File: src/rtl/fm_acc_pkg.sv
package fm_acc_pkg;
  localparam int unsigned ALGO_W = 3;

  // Carrier table: the last slot always reaches the output.
  function automatic logic slot_is_carrier(input logic [ALGO_W-1:0] algo,
                                           input int unsigned slot);
    logic hit;
    hit = 1'b0;
    if (algo == 3'd7) hit = 1'b1;
    else if (slot == 3) hit = 1'b1;
    else if (algo == 3'd4) hit = (slot == 1);
    else if (algo == 3'd5 || algo == 3'd6) hit = (slot >= 1);
    return hit;
  endfunction
endpackage

File: src/rtl/fm_carrier_sel.sv
module fm_carrier_sel
  import fm_acc_pkg::*;
#(
  parameter int unsigned SLOTS = 4
) (
  input  logic [ALGO_W-1:0] algo,
  output logic [SLOTS-1:0]  mask
);
  for (genvar i = 0; i < SLOTS; i++) begin : g_slot
    assign mask[i] = slot_is_carrier(algo, i);
  end
endmodule

File: src/rtl/fm_slot_shift.sv
module fm_slot_shift #(
  parameter int unsigned IN_W  = 14,
  parameter int unsigned SHIFT = 5,
  parameter int unsigned ACC_W = 13
) (
  input  logic signed [IN_W-1:0]  din,
  input  logic                    keep,
  output logic signed [ACC_W-1:0] dout
);
  localparam int unsigned KEPT = IN_W - SHIFT;
  logic signed [ACC_W-1:0] ext;

  // Arithmetic shift: replicate the sign over the dropped bits.
  assign ext  = {{(ACC_W-KEPT){din[IN_W-1]}}, din[IN_W-1:SHIFT]};
  assign dout = keep ? ext : '0;
endmodule

File: src/rtl/fm_sat.sv
module fm_sat #(
  parameter int unsigned ACC_W  = 13,
  parameter int unsigned OUT_W  = 10,
  parameter int          SAT_HI = 256,
  parameter int          SAT_LO = -256
) (
  input  logic signed [ACC_W-1:0] din,
  output logic signed [OUT_W-1:0] dout
);
  localparam logic signed [ACC_W-1:0] HI = ACC_W'(SAT_HI);
  localparam logic signed [ACC_W-1:0] LO = ACC_W'(SAT_LO);

  always_comb begin
    if (din > HI)      dout = OUT_W'(SAT_HI);
    else if (din < LO) dout = OUT_W'(SAT_LO);
    else               dout = din[OUT_W-1:0];
  end
endmodule

File: src/rtl/fm_dac_reg.sv
module fm_dac_reg #(
  parameter int unsigned DAC_W = 8,
  parameter int unsigned OUT_W = 10
) (
  input  logic                    clk,
  input  logic                    rst_n,
  input  logic                    we,
  input  logic [DAC_W-1:0]        wdata,
  input  logic                    consume,
  output logic signed [OUT_W-1:0] value,
  output logic                    ready
);
  localparam logic [OUT_W-1:0] MID = OUT_W'(1 << (DAC_W - 1));
  logic [DAC_W-1:0] held_q;
  logic [OUT_W-1:0] centred;

  always_ff @(posedge clk or negedge rst_n) begin
    if (!rst_n) begin
      held_q <= '0;
      ready  <= 1'b1;
    end else if (we) begin
      held_q <= wdata;
      ready  <= 1'b0;
    end else if (consume) begin
      ready  <= 1'b1;
    end
  end

  assign centred = {{(OUT_W-DAC_W){1'b0}}, held_q} - MID;
  assign value   = $signed({centred[OUT_W-2:0], 1'b0});
endmodule

File: src/rtl/fm_chan_accum.sv
module fm_chan_accum #(
  parameter int unsigned IN_W   = 14,
  parameter int unsigned SHIFT  = 5,
  parameter int unsigned OUT_W  = 10,
  parameter int unsigned SLOTS  = 4,
  parameter int unsigned CHANS  = 6,
  parameter int unsigned DAC_W  = 8,
  parameter int          SAT_HI = 256,
  parameter int          SAT_LO = -256
) (
  input  logic                    clk,
  input  logic                    rst_n,
  input  logic                    in_valid,
  output logic                    in_ready,
  input  logic signed [IN_W-1:0]  in_sample,
  input  logic [2:0]              in_algo,
  output logic                    out_valid,
  input  logic                    out_ready,
  output logic signed [OUT_W-1:0] out_sample,
  output logic [2:0]              out_chan,
  input  logic                    dac_en,
  input  logic                    dac_we,
  input  logic [DAC_W-1:0]        dac_data,
  output logic                    dac_ready
);
  localparam int unsigned SLOT_W = $clog2(SLOTS);
  localparam int unsigned CH_W   = $clog2(CHANS);
  localparam int unsigned ACC_W  = OUT_W + SLOT_W + 1;
  localparam logic [CH_W-1:0]   LAST_CH = CH_W'(CHANS - 1);
  localparam logic [SLOT_W-1:0] LAST_SL = SLOT_W'(SLOTS - 1);

  logic [SLOT_W-1:0]       slot_q;
  logic [CH_W-1:0]         chan_q;
  logic signed [ACC_W-1:0] acc_q, contrib, sum_next;
  logic signed [OUT_W-1:0] sat_val, dac_val;
  logic [SLOTS-1:0]        carrier;
  logic                    out_dac_q, accept, xfer, last_slot;

  fm_carrier_sel #(.SLOTS(SLOTS)) u_sel (.algo(in_algo), .mask(carrier));

  fm_slot_shift #(.IN_W(IN_W), .SHIFT(SHIFT), .ACC_W(ACC_W)) u_shift (
    .din(in_sample), .keep(carrier[slot_q]), .dout(contrib));

  assign sum_next = acc_q + contrib;

  fm_sat #(.ACC_W(ACC_W), .OUT_W(OUT_W), .SAT_HI(SAT_HI), .SAT_LO(SAT_LO)) u_sat (
    .din(sum_next), .dout(sat_val));

  fm_dac_reg #(.DAC_W(DAC_W), .OUT_W(OUT_W)) u_dac (
    .clk(clk), .rst_n(rst_n), .we(dac_we), .wdata(dac_data),
    .consume(xfer && out_dac_q), .value(dac_val), .ready(dac_ready));

  assign in_ready  = !out_valid || out_ready;
  assign accept    = in_valid && in_ready;
  assign xfer      = out_valid && out_ready;
  assign last_slot = (slot_q == LAST_SL);

  always_ff @(posedge clk or negedge rst_n) begin
    if (!rst_n) begin
      slot_q     <= '0;
      chan_q     <= '0;
      acc_q      <= '0;
      out_valid  <= 1'b0;
      out_sample <= '0;
      out_chan   <= '0;
      out_dac_q  <= 1'b0;
    end else begin
      if (xfer) out_valid <= 1'b0;
      if (accept) begin
        if (last_slot) begin
          acc_q     <= '0;
          slot_q    <= '0;
          chan_q    <= (chan_q == LAST_CH) ? '0 : chan_q + 1'b1;
          out_valid <= 1'b1;
          out_chan  <= 3'(chan_q);
          if (chan_q == LAST_CH && dac_en) begin
            out_sample <= dac_val;
            out_dac_q  <= 1'b1;
          end else begin
            out_sample <= sat_val;
            out_dac_q  <= 1'b0;
          end
        end else begin
          acc_q  <= sum_next;
          slot_q <= slot_q + 1'b1;
        end
      end
    end
  end
endmodule

File: config.mk
export PLATFORM = sky130hd
export DESIGN_NAME = fm_chan_accum
export DESIGN_NICKNAME = d
export VERILOG_FILES = /design/src/rtl/fm_acc_pkg.sv /design/src/rtl/fm_carrier_sel.sv /design/src/rtl/fm_slot_shift.sv /design/src/rtl/fm_sat.sv /design/src/rtl/fm_dac_reg.sv /design/src/rtl/fm_chan_accum.sv
export SDC_FILE = /design/constraint.sdc
export NUM_CORES = 1
export LEC_CHECK = 0
export ABC_AREA = 1
export BUFFER_PORTS_ARGS = -buffer_cell sky130_fd_sc_hd__buf_2
export CORE_MARGIN = 1
export CORE_UTILIZATION = 30
export DETAILED_ROUTE_END_ITERATION = 12
export GPL_TIMING_DRIVEN = 0
export PLACE_DENSITY = 0.53
export SLEW_MARGIN = 20
export SYNTH_ARGS = -nofsm -noshare
export SYNTH_HDL_FRONTEND = slang
export SYNTH_HIERARCHICAL = 1
export SYNTH_SLANG_ARGS = --single-unit
File: constraint.sdc
create_clock -name clk -period 5.1 [get_ports clk]
set_clock_uncertainty 0.1 [all_clocks]
set_input_delay 0.255 -clock clk [delete_from_list [all_inputs] [get_ports clk]]
set_output_delay 0.255 -clock clk [all_outputs]
set_load 0.02 [all_outputs]
* After elaboration in Yosys (flattened, before gate mapping)
Index checks and enable logic that the tools add are counted.
** Storage, ports and cells
- Register bits after elaboration :: 42
- Bits of input ports :: 31
- Output and inout port bits :: 16
- Word-level logic and storage cells :: 52
** Cells by class
- Add/sub/neg operators :: 4
- $lt $le $gt $ge :: 3
- Equality and inequality tests :: 6
- Muxes and demuxes :: 21
- Reduce and logical (&&, ||, !) cells :: 9
** Operators by type and width (count)
- 2-to-1 mux 10 bit :: 3
- 2-to-1 mux 13 bit :: 2
- == test 3 bit, second input constant :: 5
- adder 13 bit :: 1
- > comparator 13 x 10 -> 1 bit, second input constant :: 1
- < comparator 13 x 9 -> 1 bit, second input constant :: 1
- 2-to-1 mux 1 bit :: 13
- subtractor 8 x 8 -> 9 bit, second input constant :: 1
- logical AND 1 bit :: 4
- adder 3 x 1 -> 3 bit, second input constant :: 1
- < comparator 2 x 3 -> 1 bit, second input constant :: 1
- 2-to-1 mux 3 bit :: 1
- adder 2 x 1 -> 2 bit, second input constant :: 1
- binary-select mux 1 bit (select 2 bit) :: 1
- == test 2 bit, second input constant :: 1
- logical OR 1 bit :: 2
- 2-to-1 mux 2 bit :: 1
- AND reduction 2 bit :: 1
- nonzero test 2 bit :: 1
- logical NOT 1 bit :: 1

* Depth between registers and ports, before layout
Gate-level depths: netlist (run 1).
- Word-level depth :: 13
- Depth in mapped cells :: 24
- Gate-level depth less buffers :: 23

* Modules after synthesis
Netlist (run 1), hierarchy kept.
** By module, submodules not included
- fm_chan_accum :: instances 1, cells each 293, area each 2147.1 um^2, seq. area each 825.8 um^2
- fm_dac_reg :: instances 1, cells each 48, area each 414.1 um^2, seq. area each 226.5 um^2
- fm_sat :: instances 1, cells each 32, area each 142.6 um^2, seq. area each 0.0 um^2
- fm_slot_shift :: instances 1, cells each 23, area each 108.9 um^2, seq. area each 0.0 um^2
- fm_carrier_sel :: instances 1, cells each 8, area each 33.8 um^2, seq. area each 0.0 um^2

* Least setup slack after synthesis (run 1)
No wires, ideal clock.
- Kind :: register -> register
- From :: register slot_q[0]
- To :: register out_sample[8]
- Setup time :: 122 ps
- Data arrival time :: 2762 ps
- Slack :: 2117 ps
- Stages on the path, launching flop included :: 23
- Cells stage by stage :: dfrtp_1 inv_1 nand2_1 a32oi_1 buf_6 nand2_1 inv_1 ha_1 fa_1 nand3_1 nand2_2 nand2_1 nand2_1 or2_1 and2_1 nor2_1 nand2_1 o21ai_2 nand2_2 nand2_1 nand2_1 o21ai_0 o21ai_1
** Between the ends
- Cells in the longest elaborated chain, start to end :: 8
- Elaborated cells between the ends (all ways) :: 11
- Those cells by class :: add/sub (1); order compare (2); eq/ne (1); mux (6); reduce/logical (1)
** RTL lines
- from (decl) :: line fm_chan_accum.sv:32 : logic [SLOT_W-1:0] slot_q;
- from (signal assigned) :: line fm_chan_accum.sv:85 : slot_q <= slot_q + 1'b1;
- binary-select mux 1 bit (select 2 bit) * :: line fm_chan_accum.sv:42 : .din(in_sample), .keep(carrier[slot_q]), .dout(contrib));
- 2-to-1 mux 1 bit (not written as such) * :: line fm_chan_accum.sv:42
- 2-to-1 mux 13 bit * :: line fm_slot_shift.sv:15 : assign dout = keep ? ext : '0;
- via contrib[0] :: line fm_chan_accum.sv:34 : logic signed [ACC_W-1:0] acc_q, contrib, sum_next;
- adder 13 bit * :: line fm_chan_accum.sv:44 : assign sum_next = acc_q + contrib;
- via sum_next[6] :: line fm_chan_accum.sv:34
- < comparator 13 x 9 -> 1 bit :: line fm_sat.sv:15 : else if (din < LO) dout = OUT_W'(SAT_LO);
- 2-to-1 mux 10 bit :: line fm_sat.sv:15
- 2-to-1 mux 10 bit * :: line fm_sat.sv:14 : if (din > HI) dout = OUT_W'(SAT_HI);
- via sat_val[8] :: line fm_chan_accum.sv:35 : logic signed [OUT_W-1:0] sat_val, dac_val;
- 2-to-1 mux 10 bit * :: line fm_chan_accum.sv:76 : if (chan_q == LAST_CH && dac_en) begin
- to (signal assigned) :: line fm_chan_accum.sv:77 : out_sample <= dac_val;
- to (signal assigned) :: line fm_chan_accum.sv:80 : out_sample <= sat_val;
- to (decl) :: line fm_chan_accum.sv:19 : output logic signed [OUT_W-1:0] out_sample,
The timed path passes the listed nets; every way through them passes the cells marked *. The select of a mux whose other input is x is not followed.
A chain may end at the register's enable or synchronous reset.

* Worst setup path in the final report (run 1)
Ends and elaborated chain as after synthesis.

==> impl_metrics.tcl, run 1 <==
set metrics [dict create \
    fp.dieW_microns 99.4 \
    crit_path_end_kind "flip-flop" \
    final_max_slew_viol_count 0 \
    grt_pass1_wl_mm 10.9 \
    ys_top_cells_by_count "nand2_1, inv_1, dfrtp_1" \
    clkTransAtPathRegs_ns 0.09 \
    place_congestion 0.794 \
    setup_tns_ns 0 \
    synth.top_cell.area_share_pct 36.0 \
    initial_core_util_pct 31.0 \
    fin_crit_sh_pct 66.1 \
    wl_mm 6.39 \
    drive_above_1_share_pct 18.1 \
    vias 2511 \
    tritoncts.num_buffers 5 \
    cts_repair_resize_count 0 \
    reg2reg_from "slot_q[0]" \
    design.die.area_sq_um 9880 \
    drtAntennaViolNets 0 \
    maxCapViolations 0 \
    fp.dieH_microns 99.4 \
    critical_path_arrival_ns 3.46 \
    portBuffers 40 \
    ys.flop_type "dfrtp_1" \
    syn_area_sq_um 2850 \
    synth_area_leader_cell "dfrtp_1" \
    top_layer "met4" \
    tightest_slew_ns 0.947 \
    row_count 35 \
    tritoncts "done" \
    synthSimpleGateAreaFrac_pct 31.0 \
    synth_compound_area_share_pct 9.76 \
    dr_wl_met2_mm 2.94 \
    syn_area_per_cell_sq_um 7.05 \
    grt_remaining_overflow 0 \
    yosysWarnings 6 \
    crit_start "slot_q[0]" \
    status "finished with violations" \
    muxShareOfSynthArea_pct 0 \
    track_usage_pct 13.9 \
    synth_area_leaders "dfrtp_1, nand2_1, inv_1" \
    htreeDepth 2 \
    synth_edf_count 0 \
    diodes 0 \
    cellLeakagePower_nw 1.89 \
    rsz0062_at_grt "false" \
    worst_ep_required_time_ns 5.18 \
    power.total_mw 1.92 \
    netlist-cell-type-count 33 \
    grt_max_degree 43 \
    routedWlPerCell_microns 11.3 \
    cts_setup_buffers 0 \
    syn-num-nets 449 \
    clk_latency_ns 0.30 \
    fin_crit_ns 3.37 \
    hold_slack_ns -0.0102 \
    slew_headroom_pct 36.9 \
    drc_errors 0 \
    final_nets 496 \
    yosysSeqAreaShare_pct 37.0 \
    path_class "reg2reg" \
    hold_viol_final 11 \
    violations "negative hold slack" \
    fmax_ghz 0.297 \
    ys_ff_latch 42 \
    dp_hpwl_mm 5.01 \
    hold_path.class "in2async" \
    synth_fa_ha_area_share_pct 6.42 \
    grt_pass1_vias 2421 \
    wl_met3_microns 188 \
    cp-start-kind "flip-flop" \
    area_growth_pct 15.8 \
    ios 47 \
    drt-pass1-iter-count 4 \
    synth_cells 404 \
    drt-met1-wl_mm 3.19 \
    yosysMostFrequentCell "nand2_1" \
    ir_drop_mv 0.165 \
    path_max_fanout 9 \
    clockRootBuffer "clkbuf_8" \
    power_density_nw_per_um2 584 \
    async_reset_ff_share_pct 100 \
    coreArea_sq_um 9200 \
    synth_top_family_by_area "simple AND/OR/NAND/NOR gates" \
    avgViaCountPerCell 4.46 \
    antenna_found_initial 0 \
    dr.first_iter.drc_count 62 \
    setup_viol 0 \
    cts_hold_buffers 0 \
    synthXorXnorAreaFrac_pct 2.68 \
    clk_path_buf_depth 2 \
    clock-sinks 42 \
]
power by group:
group / internal [mW] / switching, mW
sequential: 0.451 / 0.0734
clock: 0.146 / 0.123
combinational: 0.420 / 0.711
per-layer routing:
metal / vias to the layer above / GRT usage, %
met5: - / 0
met4: 0 / 4.07
met3: 6 / 2.18
met2: 36 / 23.2
met1: 1129 / 18.6
li1: 1340 / -
through the flow:
| step | hold slack, ns | setup slack (ns) | std cells | area, sq um | utilization, % |
|---|---|---|---|---|---|
| 2_1_floorplan | -0.141 | 2.12 | 404 | 2850 | - |
| 3_3_place_gp | 0.333 | 1.73 | 555 | 3190 | 34.6 |
| 3_5_place_dp | 0.336 | 1.72 | 555 | 3190 | 34.6 |
| 4_1_cts | 0.00847 | 1.71 | 563 | 3300 | 35.8 |
| 5_1_grt | 0.0198 | 1.34 | 563 | 3300 | 35.8 |
| 6_report | -0.0102 | 1.73 | 563 | 3300 | 35.8 |
sequential cells by signal, summed over array words and instances, names as in the netlist:
register and flops:
u_dac/held_q 8, out_chan 3, out_sample 10, slot_q 2, out_dac_q 1, acc_q 13, out_valid 1, u_dac/ready 1
chan_q 3
critical path: stages, from the launching register on:
cell and delay [ns]:
dfrtp_1 0.39, inv_1 0.10, nand2_1 0.07, a32oi_1 0.09, buf_6 0.16, nand2_1 0.05
inv_1 0.04, ha_1 0.23, fa_1 0.45, nand3_1 0.13, nand2_2 0.10, nand2_1 0.07
nand2_1 0.06, or2_1 0.22, and2_1 0.15, nor2_1 0.11, nand2_1 0.07, o21ai_2 0.14
nand2_2 0.14, nand2_1 0.09, nand2_1 0.05, o21ai_0 0.18, o21ai_1 0.08
final cells by class:
cell class	count	area, sq um
Buffer	24	168
Clock buffer	6	72.6
Clock inverter	2	37.5
Fill cell	1020	5900
Inverter	53	199
Multi-Input combinational cell	285	1430
Sequential cell	42	1050
Tap cell	111	139
Timing Repair Buffer	40	200
final timing paths:
path | endpoint | slack, ns | depth (start not counted)
max | out_sample[8] | 1.73 | 22
max in group asynchronous | acc_q[11] | 4.31 | 1
min reg2reg | u_dac/held_q[7] | 0.37 | 2
max reg2reg | out_sample[8] | 1.73 | 22
min in group clk | u_dac/ready | 0.01 | 2
min | out_valid | -0.01 | 1
logic make-up (layout without fill, tap and decap cells):
family                   count (synthesis)  after routing
AO/OA/AOI/OAI                           49             49
AND/OR/NAND/NOR                        213            213
buffers and inverters                   77            125
adder cells (fa/ha/maj)                 14             14
flip-flops                              42             42
XOR/XNOR                                 7              7
other                                    2              2
placed cells by master, fill, tap and decap left out, types with 3 or more instances in the layout:
master / netlist / final
nand2_1: 144 / 144
inv_1: 49 / 49
buf_2: 2 / 42
dfrtp_1: 41 / 41
nor2_1: 28 / 28
o21ai_0: 20 / 20
nand3_1: 17 / 17
buf_4: 16 / 16
a21oi_1: 14 / 14
ha_1: 13 / 13
o21ai_1: 9 / 9
nand4_1: 7 / 7
and2_1: 6 / 6
nand2_2: 5 / 5
clkbuf_1: 4 / 5
clkbuf_8: 0 / 5
inv_2: 3 / 3
xnor2_1: 3 / 3
a22o_1: 3 / 3
Power figures use the tool's default switching activity.
==> inputs of run 2 (changes only) <==
--- a/config.mk
+++ b/config.mk
@@ -11,7 +11,7 @@
 export CORE_UTILIZATION = 30
 export DETAILED_ROUTE_END_ITERATION = 12
 export GPL_TIMING_DRIVEN = 0
-export PLACE_DENSITY = 0.53
+export PLACE_DENSITY = 0.55
 export SLEW_MARGIN = 20
 export SYNTH_ARGS = -nofsm -noshare
 export SYNTH_HDL_FRONTEND = slang
==> constraint.sdc (replaced) <==
create_clock -name clk -period 2.9 [get_ports clk]
set_clock_uncertainty 0.1 [all_clocks]
set_input_delay 0.145 -clock clk [delete_from_list [all_inputs] [get_ports clk]]
set_output_delay 0.145 -clock clk [all_outputs]
set_load 0.02 [all_outputs]
==> run 2 against run 1 <==
Against the previous run: the run ends with negative setup slack left; power increased by 130%; non-clock buffer count is 27 higher; fmax increased by 7.1%; count of clock-buffer cells in the layout fell by 1; worst hold slack improved by 0.050 ns; sequential power up 82%; die area did not move; worst setup slack lost 2.0 ns; final cell count rose by 5.0%; final area grew 18%; flip-flop and latch count unchanged; critical endpoint is now out_sample[3]; largest power group unchanged.
==> impl_metrics.tcl, run 2 (same netlist as run 1, synthesis figures left out) <==
set metrics [dict create \
    r2r-end "out_sample[3]" \
    fillerInstances 980 \
    stdcell_area_sq_um 3880 \
    grt_max_degree 43 \
    dp_hpwl_mm 5.08 \
    drive_above_1_share_pct 34.4 \
    path_max_fanout 5 \
    row_count 35 \
    fp.dieH_microns 99.4 \
    grt_pass1_wl_mm 12.3 \
    clk_path_buf_depth 2 \
    track_usage_pct 15.6 \
    portBuffers 40 \
    drc_errors 0 \
    hold_path.class "in2reg" \
    cp_cell_sequence "a21oi_2, a32oi_4, buf_6, nand2_2, inv_2, ha_4, fa_2, nand3_2, nand2_2, nand2_2, nand2_2, or2_1, and2_4, nor2_4, nand2_2, o21ai_4, nand2_4, a21oi_1, o21ai_0, o21ai_1" \
    status "finished with violations" \
    cp-start-kind "flip-flop" \
    largestRegisters "acc_q x13, out_sample x10, u_dac/held_q x8" \
    crit_path_end_kind "flip-flop" \
    grt_remaining_overflow 0 \
    routedWlPerCell_microns 12.4 \
    reg2reg_depth 20 \
    dr.first_iter.drc_count 51 \
    dpl.cell_count 555 \
    critical_path_arrival_ns 3.28 \
    vias 2683 \
    slew_headroom_pct 37.0 \
    final_common_cell "nand2_1" \
    clockRootBuffer "clkbuf_8" \
    mostFrequentLayoutCells "nand2_1, inv_1, buf_2, dfrtp_1, buf_4" \
    clkTransAtPathRegs_ns 0.09 \
    setup_slack_ns -0.246 \
    clk_latency_ns 0.30 \
    worstHoldStart "out_ready" \
    final_nets 524 \
    grt_pass1_vias 2634 \
    tritoncts.num_buffers 5 \
    violations "negative setup slack" \
    largest_register_ffs 13 \
    antenna_found_initial 0 \
    cpMostUsedCell "nand2_2" \
    regMostFlops "acc_q" \
    drt-pass1-iter-count 4 \
    coreArea_sq_um 9200 \
    fmax_ghz 0.318 \
    rsz0062_at_grt "true" \
    initial_core_util_pct 31.0 \
    fin_util_pct 42.2 \
    max_stage_delay_ns 0.43 \
    setup_viol 9 \
    dpl_cell_area_sq_um 3190 \
    fp.dieW_microns 99.4 \
    diodes 0 \
    tightest_slew_ns 0.944 \
    final_max_slew_viol_count 0 \
    worst_ep_required_time_ns 3.03 \
    tritoncts "done" \
    holdPathStages 4 \
    path_class "reg2reg" \
    ff2ff_setup_slack_ns -0.25 \
    maxCapViolations 0 \
    avgViaCountPerCell 4.54 \
    hold_viol_final 0 \
    hold_end "out_valid" \
    cellLeakagePower_nw 2.06 \
    wl_mm 7.32 \
    area_growth_pct 36.2 \
    drtAntennaViolNets 0 \
    power_density_nw_per_um2 1120 \
    fin_crit_sh_pct 108 \
    finalNonFillerCells 591 \
    ios 47 \
    fin_crit_ns 3.15 \
    htreeDepth 2 \
    place_congestion 0.829 \
    ir_drop_mv 0.392 \
    clock-sinks 42 \
    design.die.area_sq_um 9880 \
    crit_slowest_cell "dfrtp_1" \
    power.total_mw 4.36 \
    reg2reg_from "slot_q[0]" \
]
-- run 2: cell count changes in the layout (fill, tap and decap cells not counted), moves of 10 or more --
cell / previous run / this run
buf_4: 16 / 31
nand2_2: 5 / 24
a21oi_2: 0 / 11
a21oi_1: 14 / 3
dlygate4sd3_1: 0 / 10
nand2_1: 144 / 123
-- run 2: final cells by class --
cell class,count,area (sq um),share of cell area [%]
multi-input combinational,286,1760,45.4
timing repair buffer,67,444,11.5
buffer,24,168,4.32
sequential,42,1050,27.1
clock buffer,5,68.8,1.77
tap,111,139,3.58
clock inverter,3,43.8,1.13
inverter,53,201,5.20
-- run 2: worst max-delay path by stage --
stage	start	cells past startpoint	slack, ns	end
floorplan	slot_q[0]	22	0.01	out_sample[8]
global placement	slot_q[0]	21	-0.30	out_sample[6]
detailed placement	slot_q[0]	19	-0.37	out_sample[6]
CTS	slot_q[0]	20	-0.27	out_sample[6]
global route	slot_q[0]	20	-0.43	out_sample[5]
finish	slot_q[0]	20	-0.25	out_sample[3]
-- run 2: worst max-delay path: cells and delay by family, from the launching register on --
family                     cells  cell delay (ns)
and+or+nand+nor               10             0.96
adders and majority gates      2             0.53
DFF                            1             0.43
AOI/OAI and AO/OA              6             0.86
buffers and inverters          2             0.21
-- run 2: stage by stage --
| stage | hold slack [ns] | worst slack [ns] | setup TNS (ns) |
|---|---|---|---|
| after global routing | 0.0631 | -0.433 | -3.69 |
| final | 0.0401 | -0.246 | -1.88 |
| after floorplan | -0.251 | 0.0123 | 0 |
| after detailed placement | 0.225 | -0.367 | -3.09 |
| after CTS | 0.0401 | -0.271 | -2.10 |
| after global placement | 0.218 | -0.305 | -2.45 |
-- run 2: what timing repair did --
action / CTS / global route
gates resized for setup: 53 / 31
gates cloned: 2 / 0
setup endpoints to repair: 9 / 10
endpoints found under the hold margin: 50 / 0
pin swaps: 27 / 23
buffers inserted: 13 / 3
hold buffers: 10 / 0
-- run 2: routing by layer --
layer,part of all wire (%),wire (microns),GRT usage [%]
met2,49,3610,26.8
met1,47,3460,20.5
met5,0,0,0
met4,1.3,93,4.19
met3,2.2,160,2.32
-- run 2: power breakdown --
group | internal [mW] | total (mW) | switching [mW] | leakage (nW)
clock network | 0.258 | 0.484 | 0.226 | 0.0585
registers | 0.793 | 0.956 | 0.163 | 0.530
logic | 1.25 | 2.92 | 1.67 | 1.47
